--- src/rtl/strscan_pkg.sv ---
package strscan_pkg;

  typedef enum logic [2:0] {
    ST_IDLE, ST_CHECK, ST_RD_A, ST_RD_B, ST_DONE
  } st_t;

  typedef struct packed {
    logic zf;
    logic sf;
    logic cf;
    logic ov;
    logic pf;
  } flags_t;

  function automatic logic [31:0] width_mask(input logic [1:0] sz);
    case (sz)
      2'd0:    return 32'h0000_00FF;
      2'd1:    return 32'h0000_FFFF;
      default: return 32'hFFFF_FFFF;
    endcase
  endfunction

  function automatic logic [2:0] step_bytes(input logic [1:0] sz);
    case (sz)
      2'd0:    return 3'd1;
      2'd1:    return 3'd2;
      default: return 3'd4;
    endcase
  endfunction

  function automatic logic msb_at(input logic [31:0] v, input logic [1:0] sz);
    case (sz)
      2'd0:    return v[7];
      2'd1:    return v[15];
      default: return v[31];
    endcase
  endfunction

  // a and b must already be masked to the element width
  function automatic flags_t sub_flags(input logic [31:0] a, input logic [31:0] b,
                                       input logic [1:0] sz);
    flags_t f;
    logic [31:0] r;
    r    = (a - b) & width_mask(sz);
    f.zf = (r == 32'd0);
    f.sf = msb_at(r, sz);
    f.cf = (a < b);
    f.ov = (msb_at(a, sz) != msb_at(b, sz)) && (msb_at(r, sz) != msb_at(a, sz));
    f.pf = ~^r[7:0];
    return f;
  endfunction

endpackage

--- src/rtl/strscan_alu.sv ---
module strscan_alu
  import strscan_pkg::*;
(
  input  logic [31:0] lhs,
  input  logic [31:0] rhs,
  input  logic [1:0]  sz,
  output flags_t      flg
);
  logic [31:0] lhs_m, rhs_m;
  always_comb begin
    lhs_m = lhs & width_mask(sz);
    rhs_m = rhs & width_mask(sz);
    flg   = sub_flags(lhs_m, rhs_m, sz);
  end
endmodule

--- src/rtl/strscan_step.sv ---
module strscan_step
  import strscan_pkg::*;
#(
  parameter int AW = 32
) (
  input  logic [AW-1:0] ptr,
  input  logic [1:0]    sz,
  input  logic          down,
  output logic [AW-1:0] nxt
);
  logic [AW-1:0] step;
  always_comb begin
    step = {{(AW-3){1'b0}}, step_bytes(sz)};
    nxt  = down ? ptr - step : ptr + step;
  end
endmodule

--- src/rtl/strscan_budget.sv ---
module strscan_budget #(
  parameter int COSTW  = 16,
  parameter int BUDGET = 1000
) (
  input  logic             clk,
  input  logic             rst_n,
  input  logic             clr,
  input  logic             add,
  input  logic [COSTW-1:0] cost,
  output logic [COSTW-1:0] spent,
  output logic             over_nx
);
  localparam logic [COSTW-1:0] LIMIT = COSTW'(BUDGET);
  logic [COSTW-1:0] spent_nx;

  assign spent_nx = spent + cost;
  assign over_nx  = spent_nx > LIMIT;

  always_ff @(posedge clk or negedge rst_n) begin
    if (!rst_n)   spent <= '0;
    else if (clr) spent <= '0;
    else if (add) spent <= spent_nx;
  end
endmodule

--- src/rtl/strscan_engine.sv ---
module strscan_engine
  import strscan_pkg::*;
#(
  parameter int AW          = 32,
  parameter int CW          = 32,
  parameter int COSTW       = 16,
  parameter int BUDGET      = 1000,
  parameter int CMP_FAST_C  = 7,
  parameter int CMP_SLOW_C  = 9,
  parameter int SCAN_FAST_C = 5,
  parameter int SCAN_SLOW_C = 8
) (
  input  logic             clk,
  input  logic             rst_n,
  input  logic             start_i,
  input  logic             op_scan_i,
  input  logic             rep_eq_i,
  input  logic [1:0]       size_i,
  input  logic             fast_i,
  input  logic             trap_i,
  input  logic             dir_down_i,
  input  logic [CW-1:0]    count_i,
  input  logic [AW-1:0]    src_ptr_i,
  input  logic [AW-1:0]    dst_ptr_i,
  input  logic [31:0]      acc_i,
  output logic             mem_req_o,
  output logic [AW-1:0]    mem_addr_o,
  output logic [1:0]       mem_size_o,
  input  logic             mem_ack_i,
  input  logic             mem_abort_i,
  input  logic [31:0]      mem_rdata_i,
  output logic             done_o,
  output logic             restart_o,
  output logic             fault_o,
  output logic [CW-1:0]    count_o,
  output logic [AW-1:0]    src_ptr_o,
  output logic [AW-1:0]    dst_ptr_o,
  output logic             zf_o,
  output logic             sf_o,
  output logic             cf_o,
  output logic             of_o,
  output logic             pf_o,
  output logic [COSTW-1:0] cost_o
);
  localparam int MAXC = (CMP_SLOW_C > SCAN_SLOW_C) ? CMP_SLOW_C : SCAN_SLOW_C;

  st_t           st;
  logic          op_scan_q, mode_q, fast_q, trap_q, dir_q, zt_q, fault_q;
  logic [1:0]    size_q;
  logic [31:0]   acc_q, opa_q;
  logic [CW-1:0] cnt_q;
  logic [AW-1:0] src_q, dst_q, src_nx, dst_nx;
  flags_t        flags_q, alu_f;
  logic [31:0]   alu_lhs;
  logic [COSTW-1:0] elem_cost;
  logic          over_nx;

  // named events for the checker
  logic busy, start_acc, loop_ok, elem_done, abort_evt;

  assign busy      = (st != ST_IDLE);
  assign start_acc = start_i && !busy;
  assign loop_ok   = (cnt_q != '0) && (zt_q == mode_q);
  assign elem_done = (st == ST_RD_B) && mem_ack_i;
  assign abort_evt = mem_req_o && mem_abort_i;

  assign alu_lhs   = op_scan_q ? acc_q : opa_q;
  assign elem_cost = op_scan_q ? COSTW'(fast_q ? SCAN_FAST_C : SCAN_SLOW_C)
                               : COSTW'(fast_q ? CMP_FAST_C  : CMP_SLOW_C);

  strscan_alu u_alu (.lhs(alu_lhs), .rhs(mem_rdata_i), .sz(size_q), .flg(alu_f));

  strscan_step #(.AW(AW)) u_src_step (.ptr(src_q), .sz(size_q), .down(dir_q), .nxt(src_nx));
  strscan_step #(.AW(AW)) u_dst_step (.ptr(dst_q), .sz(size_q), .down(dir_q), .nxt(dst_nx));

  strscan_budget #(.COSTW(COSTW), .BUDGET(BUDGET)) u_budget (
    .clk(clk), .rst_n(rst_n), .clr(start_acc), .add(elem_done),
    .cost(elem_cost), .spent(cost_o), .over_nx(over_nx)
  );

  always_ff @(posedge clk or negedge rst_n) begin
    if (!rst_n) begin
      st        <= ST_IDLE;
      op_scan_q <= 1'b0;
      mode_q    <= 1'b0;
      fast_q    <= 1'b0;
      trap_q    <= 1'b0;
      dir_q     <= 1'b0;
      size_q    <= 2'd0;
      acc_q     <= '0;
      opa_q     <= '0;
      cnt_q     <= '0;
      src_q     <= '0;
      dst_q     <= '0;
      zt_q      <= 1'b0;
      fault_q   <= 1'b0;
      flags_q   <= '0;
    end else begin
      case (st)
        ST_IDLE: if (start_i) begin
          op_scan_q <= op_scan_i;
          mode_q    <= rep_eq_i;
          fast_q    <= fast_i;
          trap_q    <= trap_i;
          dir_q     <= dir_down_i;
          size_q    <= size_i;
          acc_q     <= acc_i;
          cnt_q     <= count_i;
          src_q     <= src_ptr_i;
          dst_q     <= dst_ptr_i;
          zt_q      <= rep_eq_i;
          fault_q   <= 1'b0;
          st        <= ST_CHECK;
        end
        ST_CHECK: begin
          if (!loop_ok)       st <= ST_DONE;
          else if (op_scan_q) st <= ST_RD_B;
          else                st <= ST_RD_A;
        end
        ST_RD_A: begin
          if (mem_abort_i) begin
            fault_q <= 1'b1;
            st      <= ST_DONE;
          end else if (mem_ack_i) begin
            opa_q <= mem_rdata_i;
            st    <= ST_RD_B;
          end
        end
        ST_RD_B: begin
          if (mem_abort_i) begin
            fault_q <= 1'b1;
            st      <= ST_DONE;
          end else if (mem_ack_i) begin
            flags_q <= alu_f;
            zt_q    <= alu_f.zf;
            cnt_q   <= cnt_q - CW'(1);
            dst_q   <= dst_nx;
            if (!op_scan_q) src_q <= src_nx;
            st <= (op_scan_q && !trap_q && !over_nx) ? ST_CHECK : ST_DONE;
          end
        end
        default: st <= ST_IDLE;
      endcase
    end
  end

  assign mem_req_o  = (st == ST_RD_A) || (st == ST_RD_B);
  assign mem_addr_o = (st == ST_RD_A) ? src_q : dst_q;
  assign mem_size_o = size_q;
  assign done_o     = (st == ST_DONE);
  assign restart_o  = done_o && !fault_q && loop_ok;
  assign fault_o    = fault_q;
  assign count_o    = cnt_q;
  assign src_ptr_o  = src_q;
  assign dst_ptr_o  = dst_q;
  assign zf_o       = flags_q.zf;
  assign sf_o       = flags_q.sf;
  assign cf_o       = flags_q.cf;
  assign of_o       = flags_q.ov;
  assign pf_o       = flags_q.pf;
endmodule

--- config.mk ---
export PLATFORM = sky130hd
export DESIGN_NAME = strscan_engine
export DESIGN_NICKNAME = d
export VERILOG_FILES = /design/src/rtl/strscan_pkg.sv /design/src/rtl/strscan_alu.sv /design/src/rtl/strscan_step.sv /design/src/rtl/strscan_budget.sv /design/src/rtl/strscan_engine.sv
export SDC_FILE = /design/constraint.sdc
export NUM_CORES = 1
export LEC_CHECK = 0
export CORE_MARGIN = 1.5
export CORE_UTILIZATION = 39
export DETAILED_ROUTE_END_ITERATION = 8
export DONT_BUFFER_PORTS = 1
export MAX_ROUTING_LAYER = met4
export PLACE_DENSITY_LB_ADDON = 0.05
export SLEW_MARGIN = 25
export SYNTH_ARGS = -nofsm -noshare
export SYNTH_HDL_FRONTEND = slang
export SYNTH_SLANG_ARGS = --single-unit
export TNS_END_PERCENT = 50
--- constraint.sdc ---
create_clock -name clk -period 5.4 [get_ports clk]
set_input_delay 1.08 -clock clk [delete_from_list [all_inputs] [get_ports clk]]
set_output_delay 1.08 -clock clk [all_outputs]
set_load 0.03 [all_outputs]
==> results of run 1 <==
-- state kept, by name, indices dropped and copies added, names as in the netlist --
register / count
count_o: 32
st: 3
opa_q: 32
cf_o: 1
dst_ptr_o: 32
zt_q: 1
op_scan_q: 1
dir_q: 1
fast_q: 1
src_ptr_o: 32
trap_q: 1
sf_o: 1
of_o: 1
fault_o: 1
mode_q: 1
mem_size_o: 2
zf_o: 1
pf_o: 1
acc_q: 32
u_budget.spent: 16
-- final timing paths --
check / depth (start not counted) / from / to / slack (ns)
setup / recovery: 9 / count_o[5] / restart_o / 0.70
max in group asynchronous: 0 / rst_n / dir_q / 4.80
hold reg to reg: 2 / acc_q[22] / acc_q[22] / 0.48
min in group clk: 2 / acc_q[22] / acc_q[22] / 0.48
setup reg to reg: 15 / mem_size_o[0] / src_ptr_o[28] / 0.72
hold / removal: 0 / rst_n / src_ptr_o[16] / 0.31
-- kinds of logic (layout without fill, tap and decap cells) --
family	Yosys count	in the layout
xor+xnor	78	78
other cells	0	2
buf+inv	140	99
fa+ha+maj	108	108
flops	193	193
mux	100	100
simple gates	698	698
compound gates	552	552
-- cell type report --
type	instances	area [sq um]	share of cell area
Multi-Input combinational cell	1536	9656	0.6021
Sequential cell	193	4832	0.3013
Tap cell	511	639.4	0.03987
Clock buffer	22	464.2	0.02895
Inverter	46	172.7	0.01077
Timing Repair Buffer	21	157.7	0.009831
Clock inverter	10	110.1	0.006866
Antenna cell	2	5.005	0.0003121
-- Yosys cell counts (all sizes together) (12+ instances only) --
cell,n
nand2,318
a21oi,195
dfrtp,193
o21ai,163
nor2,146
ha,104
clkbuf,84
mux2,64
nor3,46
xnor2,46
inv,45
nand3,41
a21o,40
mux2i,36
xor2,32
a31oi,26
nor2b,23
and3,21
nand2b,19
or3,18
o21a,14
o31ai,14
nand4,13
a211oi,12
-- routing by layer --
layer	vias up	GRT usage	part of all wire
met4	0	0.06397	0.019
met2	320	0.3936	0.47
met3	42	0.04323	0.052
met5	-	-	0
li1	6588	-	-
met1	6282	0.3187	0.46
-- through the flow --
step                hold slack (ns)  cell area, sq um  std cells  utilization  worst slack [ns]
floorplan                    0.4401             14980       1869            -            0.6788
global placement             0.4604             15460       2307       0.4094            0.8851
detailed placement           0.4664             15460       2307       0.4094            0.7615
CTS                          0.2911             16030       2339       0.4246            0.6177
global route                 0.2826             16040       2341       0.4248            0.3348
finish                       0.3101             16040       2341       0.4248            0.7044
==> results.md, run 1 <==
* Result of the run: complete, no violations
* Worst-skew pair later-pin latency at 0.46 ns
* Critical path type: reg -> out
* Total clock buffers created by CTS at 17
* Final Hold Viols at 0
* Largest incremental delay on the critical path at 0.54 ns
* Post-synthesis cell type count at 74
* Class of the tightest hold or removal check: in -> async
* Number of filler cells placed in the layout at 3873
* Warning count from the yosys run at 0
* Clock Root Buffer: sky130_fd_sc_hd__clkbuf_16
* Final #Nets at 2095
* DRC violation count after routing at 0
* Top delay family on crit path: simple AND/OR/NAND/NOR gates
* Most area-hungry cell type in the Yosys netlist: sky130_fd_sc_hd__dfrtp_1
* Worst max-slew margin expressed relative to the limit at 0.4149
* Max Fclk at 213.0 MHz
* Yosys top cell area share at 0.3223
* Length of the first detailed-routing pass in iterations at 5
* Worst-case clock buffer depth at 2
* Leading cell type in the layout, fill and taps excluded: sky130_fd_sc_hd__nand2_1
* Max-capacitance violation count at 0
* Area fraction in compound gates after synthesis at 0.2193
* Fraction of final layout cells with drive strength greater than 1 at 0.07987
* Clock sink total at 193
* Number of DRC markers in iteration 0 at 711
* Vias post-DR at 13230
* Count of nets left with antenna violations after detail routing at 0
* GPL Wtd Cong at 0.8807
* Dominant register cell in the synthesized netlist: sky130_fd_sc_hd__dfrtp_1
* Postcts setup bufs at 0
* Total Wirelength at 47390 um
* Final min period at 4.696 ns
* Fraction of synthesized cell area in xor and xnor cells at 0.04559
* Max-slew violation count at 0
* Required time reported for the critical path endpoint at 4.32 ns
* Number of enable flip-flop cells after synthesis at 0
* Count of standard-cell rows at 71
* Critical path cell sequence: or3_1 -> nor3_1 -> nand2_1 -> or3_1 -> nor4_1 -> nand3b_1 -> nand2_1 -> nor3b_1 -> buf_4
* Final setup violation count at 0
* Number of antenna violations at the first check in global routing at 3
* Number of port buffers at 0
* Die Area at 0.03960 sq mm
* Post-Synthesis Cell Area at 0.01498 sq mm
* Sequential share of the synthesized area at 0.3223
* I/O pin total at 327
* Starting utilization of the core area at 0.3969
* Die width at 199.0 um
* Overall global routing resource usage at 0.2453
* Largest family of logic cells by synthesized area: compound AO/OA/AOI/OAI gates
* Post-Synthesis Net Count at 2149
* Adder-cell share of the synthesized area at 0.09219
* TritonCTS clock tree: done
* Final clock period utilization by the worst path at 0.8695
* Main area contributors after synthesis: sky130_fd_sc_hd__dfrtp_1 32%, sky130_fd_sc_hd__ha_1 8.7%, sky130_fd_sc_hd__nand2_1 8.0%
* #FFs+latches synth at 193
* Wire length of the first global-routing pass at 73260 um
* Via-to-Cell Ratio at 5.652
* Cell type of the slowest stage on the worst timing path: sky130_fd_sc_hd__dfrtp_1
* CP max FO at 8
* Number of hold-repair buffers added at the cts stage at 0
* Reg clk slew, reported paths at 0.07 ns
* Core footprint at 0.03776 sq mm
* Accumulated negative setup slack at 0 ns
* Post-synthesis simple-gate area fraction at 0.2129
* Post-CTS sizing at 0
* Cell count after synthesis at 1869
* Largest net degree at the start of global routing at 194
* Number of levels the H-tree was split into at 4
* Average instance area after synthesis at 8.017 sq um
* Startpoint type of the worst setup path: flip-flop
* GR Overflow Total at 0
* Via count of the first global-routing pass at 12650
* Worst Max-Slew Pin Slew at 0.8697 ns
* Wire length per cell after detailed routing at 20.24 um
* Critical path arrival at 3.62 ns
* DP Wirelength at 34800 um
* Setup repair after global routing missed its margin: no
* Die Y at 199.0 um
* Final Skew at 0.009894 ns
* Mux share of post-synthesis cell area at 0.07215
* Buffer and inverter count on the worst path at 1
* Highest-count cells in the layout ignoring fill and taps: 317 x sky130_fd_sc_hd__nand2_1, 193 x sky130_fd_sc_hd__a21oi_1, 191 x sky130_fd_sc_hd__dfrtp_1
* Proportion of synthesized flip-flops having asynchronous set or reset at 1.000
* Syn-to-layout area delta at 7.031%
* Element type at the critical path end: output pin
Power of run 1 is not shown: default switching activity piles up to over one toggle a cycle in this logic, so the estimate is an artifact.
==> inputs of run 2 (changes only) <==
==> constraint.sdc (replaced) <==
create_clock -name clk -period 5.4 [get_ports clk]
set_input_delay 1.08 -clock clk [delete_from_list [all_inputs] [get_ports clk]]
set_output_delay 1.08 -clock clk [all_outputs]
set_load 0.02 [all_outputs]
==> run 2 against run 1 <==
Compared with the run above: cell area fell by 0.23%; largest cell class unchanged; non-clock buffer count is 4 lower; cell count hardly changed.
==> results.md, run 2 (synthesis results as in run 1) <==
* GR Overflow Total at 0
* Count of nets left with antenna violations after detail routing at 0
* Reg clk slew, reported paths at 0.07 ns
* DP Wirelength at 34670 um
* Number of levels the H-tree was split into at 4
* Setup crit start: mem_size_o[1]
* Syn-to-layout area delta at 6.781%
* GPL Wtd Cong at 0.8925
* Starting utilization of the core area at 0.3969
* Count of standard-cell rows at 71
* Reg2Reg Setup Slack at 0.79 ns
* Worst max-slew margin expressed relative to the limit at 0.2905
* Clock Root Buffer: sky130_fd_sc_hd__clkbuf_16
* Clock sink total at 193
* Final core utilization at 0.4238
* Top delay family on crit path: compound AO/OA/AOI/OAI gates
* Via count of the first global-routing pass at 12700
* Share of total power in sequential cells at 0.256
* Destination of the worst register-to-register timing path: dst_ptr_o[31]
* Setup repair after global routing missed its margin: no
* I/O pin total at 327
* Final Skew at 0.008868 ns
* Internal power contribution at 6.320 mW
* Leakage at 7.133 nW
* Die width at 199.0 um
* Peak VDD IR at 0.0002695 V
* Final min period at 4.609 ns
* Largest incremental delay on the critical path at 0.52 ns
* Number of DRC markers in iteration 0 at 699
* Max-capacitance violation count at 0
* Die Area at 0.03960 sq mm
* Core footprint at 0.03776 sq mm
* Critical path arrival at 5.00 ns
* Final #Nets at 2091
* Startpoint type of the worst setup path: flip-flop
* Final setup violation count at 0
* Postcts setup bufs at 0
* Final standard cell count with taps included and fillers excluded at 2339
* Max-slew violation count at 0
* Worst Max-Slew Pin Slew at 1.064 ns
* Clock share of power at 0.094
* Wire length per cell after detailed routing at 20.18 um
* Required time reported for the critical path endpoint at 5.79 ns
* Buffer and inverter count on the worst path at 1
* Number of hold-repair buffers added at the cts stage at 0
* Result of the run: complete, no violations
* DRC violation count after routing at 0
* Switching component of the power at 7.062 mW
* Max Fclk at 217.0 MHz
* Switching share of power at 0.5277
* Number of port buffers at 0
* Largest net degree at the start of global routing at 194
* Via-to-Cell Ratio at 5.632
* Total Wirelength at 47200 um
* Overall global routing resource usage at 0.2433
* TritonCTS clock tree: done
* Critical path cell sequence: or2_2 -> ha_1 -> inv_1 -> mux2_2 -> ha_1 -> nand2b_1 -> a21oi_1 -> o21ai_0 -> o311ai_0 -> a31o_2 -> a2111oi_1 -> o211a_1 -> a211oi_1 -> or4_1 -> nand4_1
* Stages on the worst setup path at 15
* Post-CTS sizing at 0
* Fraction of final layout cells with drive strength greater than 1 at 0.07950
* Leading cell type in the layout, fill and taps excluded: sky130_fd_sc_hd__nand2_1
* Class of the tightest hold or removal check: in -> async
* Part of the total power dissipated in combinational logic at 0.650
* Worst-case clock buffer depth at 2
* Accumulated negative setup slack at 0 ns
* Cells on worst reg2reg path at 15
* Total clock buffers created by CTS at 17
* Post-Place Cells at 2303
* R2R Path Start: mem_size_o[1]
* Critical path type: reg -> reg
* Vias post-DR at 13170
* Final Hold Viols at 0
* Worst-skew pair later-pin latency at 0.45 ns
* Number of antenna violations at the first check in global routing at 4
* CP max FO at 11
* Length of the first detailed-routing pass in iterations at 5
* Pwr per Cell Area at 836.4 mW/mm^2
* Element type at the critical path end: flip-flop
* Wire length of the first global-routing pass at 72470 um
* Cell type of the slowest stage on the worst timing path: sky130_fd_sc_hd__dfrtp_1
* Final clock period utilization by the worst path at 0.8534
* Highest-count cells in the layout ignoring fill and taps: 317 x sky130_fd_sc_hd__nand2_1, 193 x sky130_fd_sc_hd__a21oi_1, 191 x sky130_fd_sc_hd__dfrtp_1
* Post-route worst hold slack at 0.3161 ns
* Most repeated library cell on the critical path: sky130_fd_sc_hd__ha_1
* Die Y at 199.0 um
run 2: cell count changes in the layout (fill, tap and decap cells not counted), sizes merged:
| cell | change |
|---|---|
| inv | +1 |
| clkinvlp | +2 |
| bufinv | -2 |
| buf | -4 |
| diode | +2 |
| clkbuf | -1 |
run 2: through the flow:
stage | setup slack, ns | area, sq um | power (mW)
after detailed placement | 0.8637 | 15430 | 12.15
final | 0.7915 | 16000 | 13.38
after floorplan | 0.6788 | 14980 | 10.06
after CTS | 0.7905 | 15990 | 13.48
after global routing | 0.4803 | 16000 | 14.71
after global placement | 0.9327 | 15430 | 12.08
run 2: worst max path at each step:
| stage | endpoint | slack, ns |
|---|---|---|
| 2_1_floorplan | src_ptr_o[28] | 0.68 |
| 3_3_place_gp | src_ptr_o[28] | 0.93 |
| 3_5_place_dp | dst_ptr_o[31] | 0.86 |
| 4_1_cts | restart_o | 0.79 |
| 5_1_grt | src_ptr_o[28] | 0.48 |
| 6_report | dst_ptr_o[31] | 0.79 |
run 2: final cells by class:
cell class | count | area (sq um)
Clock inverter | 11 | 81.33
Inverter | 46 | 172.7
Multi-Input combinational cell | 1536 | 9656
Antenna cell | 4 | 10.01
Timing Repair Buffer | 17 | 127.6
Tap cell | 511 | 639.4
Clock buffer | 21 | 480.5
Sequential cell | 193 | 4832
Fill cell | 3886 | 21760
run 2: metal layers:
layer / vias up / global-route usage / wire (um)
met5: - / - / 0
met4: 0 / 0.07099 / 1005
met3: 48 / 0.05002 / 2556
met2: 298 / 0.3901 / 22520
met1: 6257 / 0.3093 / 21120
li1: 6570 / - / -
run 2: power groups by stage:
stage,Combinational [mW],Sequential (mW),Clock [mW]
after CTS,8.73,3.45,1.30
after detailed placement,8.67,3.48,0
after global routing,9.80,3.56,1.35
after global placement,8.61,3.47,0
final,8.70,3.43,1.25
after floorplan,6.97,3.09,0
run 2: worst register-to-register path, cell delays in order (launching register included):
cell and delay, ns:
sky130_fd_sc_hd__dfrtp_1 0.52, sky130_fd_sc_hd__or2_2 0.47, sky130_fd_sc_hd__ha_1 0.33, sky130_fd_sc_hd__inv_1 0.04, sky130_fd_sc_hd__mux2_2 0.33, sky130_fd_sc_hd__ha_1 0.29, sky130_fd_sc_hd__nand2b_1 0.09, sky130_fd_sc_hd__a21oi_1 0.10
sky130_fd_sc_hd__o21ai_0 0.38, sky130_fd_sc_hd__o311ai_0 0.34, sky130_fd_sc_hd__a31o_2 0.40, sky130_fd_sc_hd__a2111oi_1 0.49, sky130_fd_sc_hd__o211a_1 0.23, sky130_fd_sc_hd__a211oi_1 0.06, sky130_fd_sc_hd__or4_1 0.40, sky130_fd_sc_hd__nand4_1 0.09
Note: power is estimated with default switching activity, not from simulation.
==> inputs of run 3 (changes only) <==
--- a/config.mk
+++ b/config.mk
@@ -5,6 +5,7 @@
 export SDC_FILE = /design/constraint.sdc
 export NUM_CORES = 1
 export LEC_CHECK = 0
+export ABC_AREA = 1
 export CORE_MARGIN = 1.5
 export CORE_UTILIZATION = 39
 export DETAILED_ROUTE_END_ITERATION = 8
==> run 3 against run 2 <==
Compared with the run above: area after synthesis rose by 10%; synthesized cell count is 36% higher; setup slack gained 0.52 ns; clock-buffer cell count is 4 lower; cell area is 10% higher; cell count up 31%; maximum frequency grew 13%; critical path depth up 8; worst hold slack got worse by 0.062 ns; first-iteration DRC count rose by 43%; global-route usage grew 5.2 points; core utilization fell by 0.17 points; critical path type unchanged.
==> results.md, run 3 <==
* Result of the run: complete, no violations
* TritonCTS clock tree: done
* Element type at the critical path end: flip-flop
* R2R Path Start: mem_size_o[1]
* List of most frequent post-synthesis cells: 774 x sky130_fd_sc_hd__nand2_1, 305 x sky130_fd_sc_hd__inv_1, 271 x sky130_fd_sc_hd__nor2_1
* Clock Root Buffer: sky130_fd_sc_hd__clkbuf_16
* Setup crit start: mem_size_o[1]
* Postcts setup bufs at 0
* GPL Wtd Cong at 0.9948
* DP Wirelength at 48410 um
* #FFs+latches synth at 193
* Max-capacitance violation count at 0
* M3 GR Usage at 0.07725
* Total clock buffers created by CTS at 17
* Largest net degree at the start of global routing at 194
* Via count of the first global-routing pass at 16240
* Final #Nets at 2775
* Die Y at 208.6 um
* Number of levels the H-tree was split into at 4
* Capturing element of the worst setup path: zt_q
* Count of standard-cell rows at 75
* Startpoint type of the worst setup path: flip-flop
* Worst max-slew margin expressed relative to the limit at 0.2704
* Pre-CTS worst setup slack at 1.341 ns
* Final Hold Viols at 0
* Warning count from the yosys run at 0
* Starting utilization of the core area at 0.3940
* Via-to-Cell Ratio at 5.350
* Most area-hungry cell type in the Yosys netlist: sky130_fd_sc_hd__dfrtp_1
* Critical path type: reg -> reg
* Design Area, Final at 0.01766 sq mm
* Vias post-DR at 16360
* Length of the first detailed-routing pass in iterations at 7
* Worst-skew pair later-pin latency at 0.52 ns
* Proportion of synthesized flip-flops having asynchronous set or reset at 1.000
* Reg clk slew, reported paths at 0.09 ns
* Die Area at 0.04353 sq mm
* Cell with the most instances after synthesis: sky130_fd_sc_hd__nand2_1
* Worst Max-Slew Pin Slew at 1.083 ns
* Accumulated negative setup slack at 0 ns
* Post-Synthesis Cell Area at 0.01649 sq mm
* Required time reported for the critical path endpoint at 5.85 ns
* Most repeated library cell on the critical path: sky130_fd_sc_hd__nand2_1
* Yosys top cell area share at 0.2929
* Dominant register cell in the synthesized netlist: sky130_fd_sc_hd__dfrtp_1
* Number of enable flip-flop cells after synthesis at 0
* Worst-case clock buffer depth at 2
* Final setup violation count at 0
* Critical path arrival at 4.54 ns
* Number of port buffers at 0
* Largest incremental delay on the critical path at 0.54 ns
* Number of DRC markers in iteration 0 at 998
* I/O pin total at 327
* Cell type of the slowest stage on the worst timing path: sky130_fd_sc_hd__dfrtp_1
* Syn-to-layout area delta at 7.117%
* Post-route worst hold slack at 0.2540 ns
* Overall global routing resource usage at 0.2956
* Final Skew at 0.01345 ns
* Post-synthesis cell type count at 52
* Class of the tightest hold or removal check: in -> async
* Destination of the worst register-to-register timing path: zt_q
* Number of filler cells placed in the layout at 4514
* Cell count after synthesis at 2533
* Max Fclk at 244.4 MHz
* Final min period at 4.092 ns
* Die width at 208.6 um
* Wire length per cell after detailed routing at 20.29 um
* Leading cell type in the layout, fill and taps excluded: sky130_fd_sc_hd__nand2_1
* Cells on worst reg2reg path at 23
* Busiest layer in global routing: met2
* Average instance area after synthesis at 6.510 sq um
* GR Util met2 at 0.4911
* Final clock period utilization by the worst path at 0.7578
* GR Overflow Total at 0
* Reg2Reg Setup Slack at 1.31 ns
* Setup repair after global routing missed its margin: no
* Number of antenna violations at the first check in global routing at 9
* Total Wirelength at 62030 um
* CP max FO at 49
* Worst path setup slack after routing at 1.308 ns
* Count of nets left with antenna violations after detail routing at 0
* Sequential share of the synthesized area at 0.2929
* Post-Synthesis Net Count at 2813
* Placed Instance Area at 0.01702 sq mm
* DRC violation count after routing at 0
* Met1 track demand over resource at 0.3394
* Fraction of final layout cells with drive strength greater than 1 at 0.04147
* Critical path cell sequence: nor2_1 -> buf_4 -> inv_1 -> buf_4 -> ha_1 -> buf_4 -> o21ai_0 -> nor2_1 -> ha_1 -> nand2_1 -> nor2_1 -> nand2_1 -> inv_1 -> nand3_1 -> nand3_1 -> nand2_1 -> nand3_1 -> nand4_1 -> nor2_1 -> nand3_1 -> nand2_1 -> nand2_1 -> nand2_1
* Core footprint at 0.04185 sq mm
* Number of hold-repair buffers added at the cts stage at 0
* Highest-count cells in the layout ignoring fill and taps: 774 x sky130_fd_sc_hd__nand2_1, 305 x sky130_fd_sc_hd__inv_1, 270 x sky130_fd_sc_hd__nor2_1
* Post-CTS sizing at 0
* Main area contributors after synthesis: sky130_fd_sc_hd__dfrtp_1 29%, sky130_fd_sc_hd__nand2_1 18%, sky130_fd_sc_hd__ha_1 7.9%
* Max-slew violation count at 0
* Wire length of the first global-routing pass at 95310 um
* Clock sink total at 193
[run 3: changes by cell type in the layout (fill, tap and decap cells not counted), moves of 20 or more]
cell	change
sky130_fd_sc_hd__nor2b_1	-23
sky130_fd_sc_hd__mux2_2	-40
sky130_fd_sc_hd__nand2_1	+457
sky130_fd_sc_hd__a21oi_1	-63
sky130_fd_sc_hd__nor2_1	+126
sky130_fd_sc_hd__o21ai_1	+29
sky130_fd_sc_hd__inv_1	+260
sky130_fd_sc_hd__a21o_1	-20
sky130_fd_sc_hd__nand3_1	+79
sky130_fd_sc_hd__o21ai_0	+46
sky130_fd_sc_hd__mux2i_1	-35
[run 3: metrics by stage]
| stage | utilization | std cells |
|---|---|---|
| 2_1_floorplan | - | 2533 |
| 3_3_place_gp | 0.4066 | 3014 |
| 3_5_place_dp | 0.4066 | 3014 |
| 4_1_cts | 0.4207 | 3046 |
| 5_1_grt | 0.4219 | 3056 |
| 6_report | 0.4221 | 3058 |
[run 3: final cells by class]
class	count	area, sq um	area share
sequential	193	4831	0.2735
clock inverter	15	166.4	0.009421
inverter	310	1164	0.06587
antenna	11	27.53	0.001558
tap	539	674.4	0.03818
clock buffer	17	425.4	0.02408
timing repair buffer	17	140.1	0.007933
multi-input combinational	1956	10240	0.5795
[run 3: worst min-delay path by stage]
stage                    from             to  depth (start not counted)
floorplan            acc_q[1]       acc_q[1]                          2
global placement    acc_q[23]      acc_q[23]                          2
detailed placement  acc_q[23]      acc_q[23]                          2
CTS                     rst_n  dst_ptr_o[15]                          0
global route            rst_n  dst_ptr_o[15]                          0
finish                  rst_n  dst_ptr_o[15]                          0
[run 3: cells by family (layout without fill, tap and decap cells)]
logic type / Yosys count / in the layout / share of synthesized area
AO/OA/AOI/OAI: 485 / 485 / 0.1646
XOR/XNOR: 75 / 75 / 0.03983
adder cells (fa/ha/maj): 108 / 108 / 0.08376
buffers and inverters: 384 / 359 / 0.08824
flip-flops: 193 / 193 / 0.2929
multiplexers: 25 / 25 / 0.01700
other: 0 / 11 / 0
AND/OR/NAND/NOR: 1263 / 1263 / 0.3137
[run 3: layer usage]
| metal | vias to the layer above | wire length [um] |
|---|---|---|
| met5 | - | 0 |
| met4 | 0 | 2144 |
| li1 | 8221 | - |
| met3 | 94 | 4084 |
| met2 | 436 | 29700 |
| met1 | 7608 | 26110 |
[run 3: critical path, delay by kind of cell (launching register included)]
family                     cells  cell delay [ns]
DFF                            1             0.54
AOI/OAI and AO/OA              1             0.15
and+or+nand+nor               15             1.77
buffers and inverters          5             1.05
adders and majority gates      2             0.45
Power of run 3 is left out for the same reason.
